`config.mk`:
```
export PLATFORM = sky130hd
export DESIGN_NAME = dac_nibble_reg
export DESIGN_NICKNAME = d
export VERILOG_FILES = /design/src/rtl/dac_nibble_pkg.sv /design/src/rtl/dac_wr_decode.sv /design/src/rtl/dac_input_latch.sv /design/src/rtl/dac_out_latch.sv /design/src/rtl/dac_nibble_reg.sv
export SDC_FILE = /design/constraint.sdc
export NUM_CORES = 1
export LEC_CHECK = 0
export BUFFER_PORTS_ARGS = -buffer_cell sky130_fd_sc_hd__buf_2
export CAP_MARGIN = 20
export CELL_PAD_IN_SITES_DETAIL_PLACEMENT = 0
export CELL_PAD_IN_SITES_GLOBAL_PLACEMENT = 2
export CORE_ASPECT_RATIO = 1.2
export CORE_MARGIN = 1
export CORE_UTILIZATION = 37
export CTS_CLUSTER_SIZE = 20
export DETAILED_ROUTE_END_ITERATION = 8
export PLACE_DENSITY_LB_ADDON = 0.1
export SLEW_MARGIN = 20
export SYNTH_ARGS = -nofsm -noshare
export SYNTH_HDL_FRONTEND = slang
export SYNTH_HIERARCHICAL = 1
export SYNTH_SLANG_ARGS = --single-unit
```
`constraint.sdc`:
```
create_clock -name clk_i -period 2.4 [get_ports clk_i]
set_clock_uncertainty 0.15 [all_clocks]
set_input_delay 0.24 -clock clk_i [delete_from_list [all_inputs] [get_ports clk_i]]
set_output_delay 0.24 -clock clk_i [all_outputs]
set_load 0.02 [all_outputs]
```
`src/rtl/dac_nibble_pkg.sv`:
```
package dac_nibble_pkg;
  typedef enum logic [1:0] {
    SEL_LOW_MID = 2'b00,
    SEL_MID     = 2'b01,
    SEL_LOW     = 2'b10,
    SEL_HIGH    = 2'b11
  } nib_sel_e;

  localparam int unsigned NUM_NIB = 3;
  localparam int unsigned IDX_LOW = 0;
  localparam int unsigned IDX_MID = 1;
  localparam int unsigned IDX_HIGH = 2;
endpackage

```
`src/rtl/dac_wr_decode.sv`:
```
module dac_wr_decode
  import dac_nibble_pkg::*;
(
  input  logic               cs_ni,
  input  logic               wr_ni,
  input  logic [1:0]         addr_i,
  output logic [NUM_NIB-1:0] en_o,
  output logic               wide_o
);
  logic     wr_act;
  nib_sel_e sel;

  assign wr_act = ~cs_ni & ~wr_ni;
  assign sel    = nib_sel_e'(addr_i);

  always_comb begin
    en_o   = '0;
    wide_o = 1'b0;
    if (wr_act) begin
      unique case (sel)
        SEL_LOW_MID: begin
          en_o[IDX_LOW] = 1'b1;
          en_o[IDX_MID] = 1'b1;
          wide_o        = 1'b1;
        end
        SEL_MID:  en_o[IDX_MID]  = 1'b1;
        SEL_LOW:  en_o[IDX_LOW]  = 1'b1;
        SEL_HIGH: en_o[IDX_HIGH] = 1'b1;
        default:  en_o = '0;
      endcase
    end
  end
endmodule

```
`src/rtl/dac_input_latch.sv`:
```
module dac_input_latch
  import dac_nibble_pkg::*;
#(
  parameter int unsigned NIB_W = 4,
  localparam int unsigned BUS_W = 2 * NIB_W,
  localparam int unsigned WORD_W = NUM_NIB * NIB_W
) (
  input  logic               clk_i,
  input  logic [NUM_NIB-1:0] en_i,
  input  logic               wide_i,
  input  logic [BUS_W-1:0]   data_i,
  output logic [WORD_W-1:0]  word_o
);
  for (genvar i = 0; i < NUM_NIB; i++) begin : g_nib
    logic [NIB_W-1:0] src;
    logic [NIB_W-1:0] nib_q;

    // only the middle nibble takes the upper byte half, and only in byte mode
    if (i == IDX_MID) begin : g_mux
      assign src = wide_i ? data_i[BUS_W-1:NIB_W] : data_i[NIB_W-1:0];
    end else begin : g_low
      assign src = data_i[NIB_W-1:0];
    end

    // staged data, deliberately untouched by clear and reset
    always_ff @(posedge clk_i) begin
      if (en_i[i]) nib_q <= src;
    end

    assign word_o[i*NIB_W +: NIB_W] = nib_q;
  end
endmodule

```
`src/rtl/dac_out_latch.sv`:
```
module dac_out_latch #(
  parameter int unsigned CODE_W = 10
) (
  input  logic              clk_i,
  input  logic              rst_ni,
  input  logic              clr_ni,
  input  logic              ld_i,
  input  logic [CODE_W-1:0] code_i,
  output logic [CODE_W-1:0] code_o
);
  logic              zero_n;
  logic [CODE_W-1:0] code_q;

  assign zero_n = rst_ni & clr_ni;

  always_ff @(posedge clk_i or negedge zero_n) begin
    if (!zero_n)   code_q <= '0;
    else if (ld_i) code_q <= code_i;
  end

  assign code_o = code_q;

  p_clear_zero_r7: assert property (@(posedge clk_i) disable iff (!rst_ni)
    !clr_ni |-> (code_o == '0));

  p_load_copy_r6: assert property (@(posedge clk_i) disable iff (!rst_ni)
    (ld_i && clr_ni) |=> (!clr_ni || code_o == $past(code_i)));

  p_hold_r6: assert property (@(posedge clk_i) disable iff (!rst_ni)
    (!ld_i && clr_ni) |=> (!clr_ni || $stable(code_o)));
endmodule

```
`src/rtl/dac_nibble_reg.sv`:
```
module dac_nibble_reg
  import dac_nibble_pkg::*;
#(
  parameter int unsigned NIB_W = 4,
  parameter int unsigned CODE_W = 10
) (
  input  logic                 clk_i,
  input  logic                 rst_ni,
  input  logic                 cs_ni,
  input  logic                 wr_ni,
  input  logic [1:0]           addr_i,
  input  logic [2*NIB_W-1:0]   data_i,
  input  logic                 ldac_ni,
  input  logic                 clr_ni,
  output logic [CODE_W-1:0]    code_o
);
  localparam int unsigned WORD_W = NUM_NIB * NIB_W;
  localparam int unsigned SUB_W  = WORD_W - CODE_W;

  logic [NUM_NIB-1:0] en;
  logic               wide;
  logic [WORD_W-1:0]  word;

  dac_wr_decode u_dec (
    .cs_ni  (cs_ni),
    .wr_ni  (wr_ni),
    .addr_i (addr_i),
    .en_o   (en),
    .wide_o (wide)
  );

  dac_input_latch #(.NIB_W(NIB_W)) u_in (
    .clk_i  (clk_i),
    .en_i   (en),
    .wide_i (wide),
    .data_i (data_i),
    .word_o (word)
  );

  // sub-LSB bits stay behind in the staged word
  dac_out_latch #(.CODE_W(CODE_W)) u_out (
    .clk_i  (clk_i),
    .rst_ni (rst_ni),
    .clr_ni (clr_ni),
    .ld_i   (~ldac_ni),
    .code_i (word[WORD_W-1:SUB_W]),
    .code_o (code_o)
  );

  p_wr_gate_r5: assert property (@(posedge clk_i) disable iff (!rst_ni)
    (cs_ni || wr_ni) |=> $stable(word));

  p_high_wr_r1: assert property (@(posedge clk_i) disable iff (!rst_ni)
    (!cs_ni && !wr_ni && addr_i == 2'b11) |=>
      (word[WORD_W-1 -: NIB_W] == $past(data_i[NIB_W-1:0])));

  p_byte_wr_r4: assert property (@(posedge clk_i) disable iff (!rst_ni)
    (!cs_ni && !wr_ni && addr_i == 2'b00) |=>
      (word[2*NIB_W-1:0] == $past(data_i)));
endmodule

```
==> metrics.md <==
| Metric | Value |
|---|---|
| Status | complete, no violations |
| Final wirelength | 1190 µm |
| Global-route wire length before repair | 2000 µm |
| Slew Viols, Final | 0 |
| RSZ-0062 raised after global routing | no |
| Leakage power | 0.466 nW |
| Crit. End Element | async pin |
| Clk buf depth | 2 |
| Vias per Instance | 4.36 |
| GRT Util Overall | 12.5% |
| CTS Buf Count | 3 |
| Final setup vio count | 0 |
| Antenna violations before repair | 0 |
| Core outline area | 2050 µm² |
| Total Nets Final | 92 |
| Vias post-DR | 458 |
| Number of fill cells | 184 |
| Crit path time final | 1.50 ns |
| Synth-to-layout area growth | 29.6% |
| Final hold vios | 0 |
| Die W | 44.5 µm |
| Synth warn | 6 |
| Crit share post-route | 62.6% |
| Gpl congestion | 0.608 |
| Fin Setup TNS | 0 ns |
| Starting DRT DRC Count | 9 |
| Num Clock Sinks | 20 |
| Placed inst area | 953 µm² |
| CTS tree | done |
| Worst EP arrival | 1.78 ns |
| Slew @ Worst Pin | 0.587 ns |
| Worst Path Max Fanout | 10 |
| Overflow after GRT | 0 |
| Avg Cell Area, Syn | 19.6 µm² |
| Max Cap Viol | 0 |
| Syn Std Cell Area | 802 µm² |
| Post-Syn Instances | 41 |
| CP required | 2.68 ns |
| Syn nets | 57 |
| Die area | 2360 µm² |
| Drt pass-1 iters | 2 |
| VDD IR-drop max | 0.000396 V |
| CP startpoint kind | input port |
| Clock Latency Late Sink | 0.28 ns |
| Post-route insts no fill | 105 |
| DRT antenna net count | 0 |
| # IOs | 26 |
| Placed insts | 95 |
| Largest net degree at the start of global routing | 12 |
| Cell Pwr Density | 619 nW/µm² |
| Share of cells above drive strength 1 | 58.7% |
| Max_slew headroom | 60.6% |
| Antenna cells | 0 |
| Avg WL per Cell | 11.3 µm |
| Number of global-route vias before repair | 441 |
| DRC viols | 0 |
| FP Rows | 18 |
| # resized after CTS | 0 |
| PortBufs | 25 |
| FMAX | 666 MHz |
| CTS Root Cell | clkbuf_4 |
| Design area | 1040 µm² |
| Die height | 53 µm |
| Critical path class | input port to async pin |
| HP Class | input port to register |
| H-tree depth | 1 |
| Starting density of the core | 39.1% |
| Post CTS Setup Buffer Count | 0 |
| Clock-pin slew of the registers on the worst-case setup and hold paths | 0.10 ns |
[worst max-delay path, cell delays in order]
cell and delay, ns:
dlygate4sd3_1 0.52, buf_2 0.09, and2_1 0.10, dlygate4sd3_1 0.82
[layout by cell type, fill, tap and decap left out]
cell / count
mux2_4: 10
dlygate4sd3_1: 6
dfrtp_1: 10
edfxtp_1: 10
nor3_1: 2
mux2_2: 4
clkbuf_4: 3
and4bb_2: 1
inv_1: 1
clkinv_1: 1
nor4_2: 1
and2_1: 1
buf_2: 25
[final cells by class]
cell class	instances	area [µm²]	share of cell area, %
timing repair buffer	31	185	17.8
clock buffer	3	22.5	2.17
clock inverter	1	3.75	0.361
inverter	1	3.75	0.361
sequential	20	551	52.9
tap	30	37.5	3.61
multi-input combinational	19	236	22.7
[registers in the layout (all words and copies together) (netlist names)]
register,cells
u_out/code_o,10
u_in/g_nib.nib_q,10
[layer usage]
layer / wire (µm) / share of wire (%) / track usage (%) / vias to the layer above
li1: - / - / - / 220
met3: 74 / 6.2 / 4.10 / 0
met5: 0 / 0 / 0 / -
met1: 527 / 44 / 14.7 / 216
met2: 586 / 49 / 20.1 / 22
met4: 0 / 0 / 6.06 / 0
[timing repair]
item	CTS	global route
endpoints found under the hold margin	15	0
setup endpoints to repair	0	0
hold buffers	6	0
[stage by stage]
step | worst slack, ns | util, % | hold slack [ns] | power [mW]
final | 0.898 | 50.7 | 0.100 | 0.644
after global routing | 0.814 | 50.7 | 0.0641 | 0.692
after CTS | 0.882 | 50.7 | 0.0873 | 0.656
after detailed placement | 0.746 | 46.5 | 0.144 | 0.494
after global placement | 0.775 | 46.5 | 0.147 | 0.493
after floorplan | 0.973 | - | 0.0132 | 0.459
[final timing paths]
path / startpoint / endpoint / slack [ns] / cells after the start
max: clr_ni / u_out/code_o[0] / 0.90 / 4
min: data_i[7] / u_in/g_nib[1].nib_q[3] / 0.10 / 2
max reg2reg: u_out/code_o[1] / u_out/code_o[1] / 1.47 / 1
min reg2reg: u_in/g_nib[2].nib_q[3] / u_out/code_o[9] / 0.34 / 1
max in group clk_i: addr_i[1] / u_in/g_nib[1].nib_q[2] / 1.07 / 3
min in group asynchronous: rst_ni / u_out/code_o[2] / 0.37 / 3
[power breakdown]
part | total (mW) | internal (mW) | switching (mW)
Clock | 0.151 | 0.0603 | 0.0908
Combinational | 0.0996 | 0.0530 | 0.0466
Sequential | 0.393 | 0.383 | 0.00985
Total | 0.644 | 0.497 | 0.147
(Power assumes the default switching activity.)
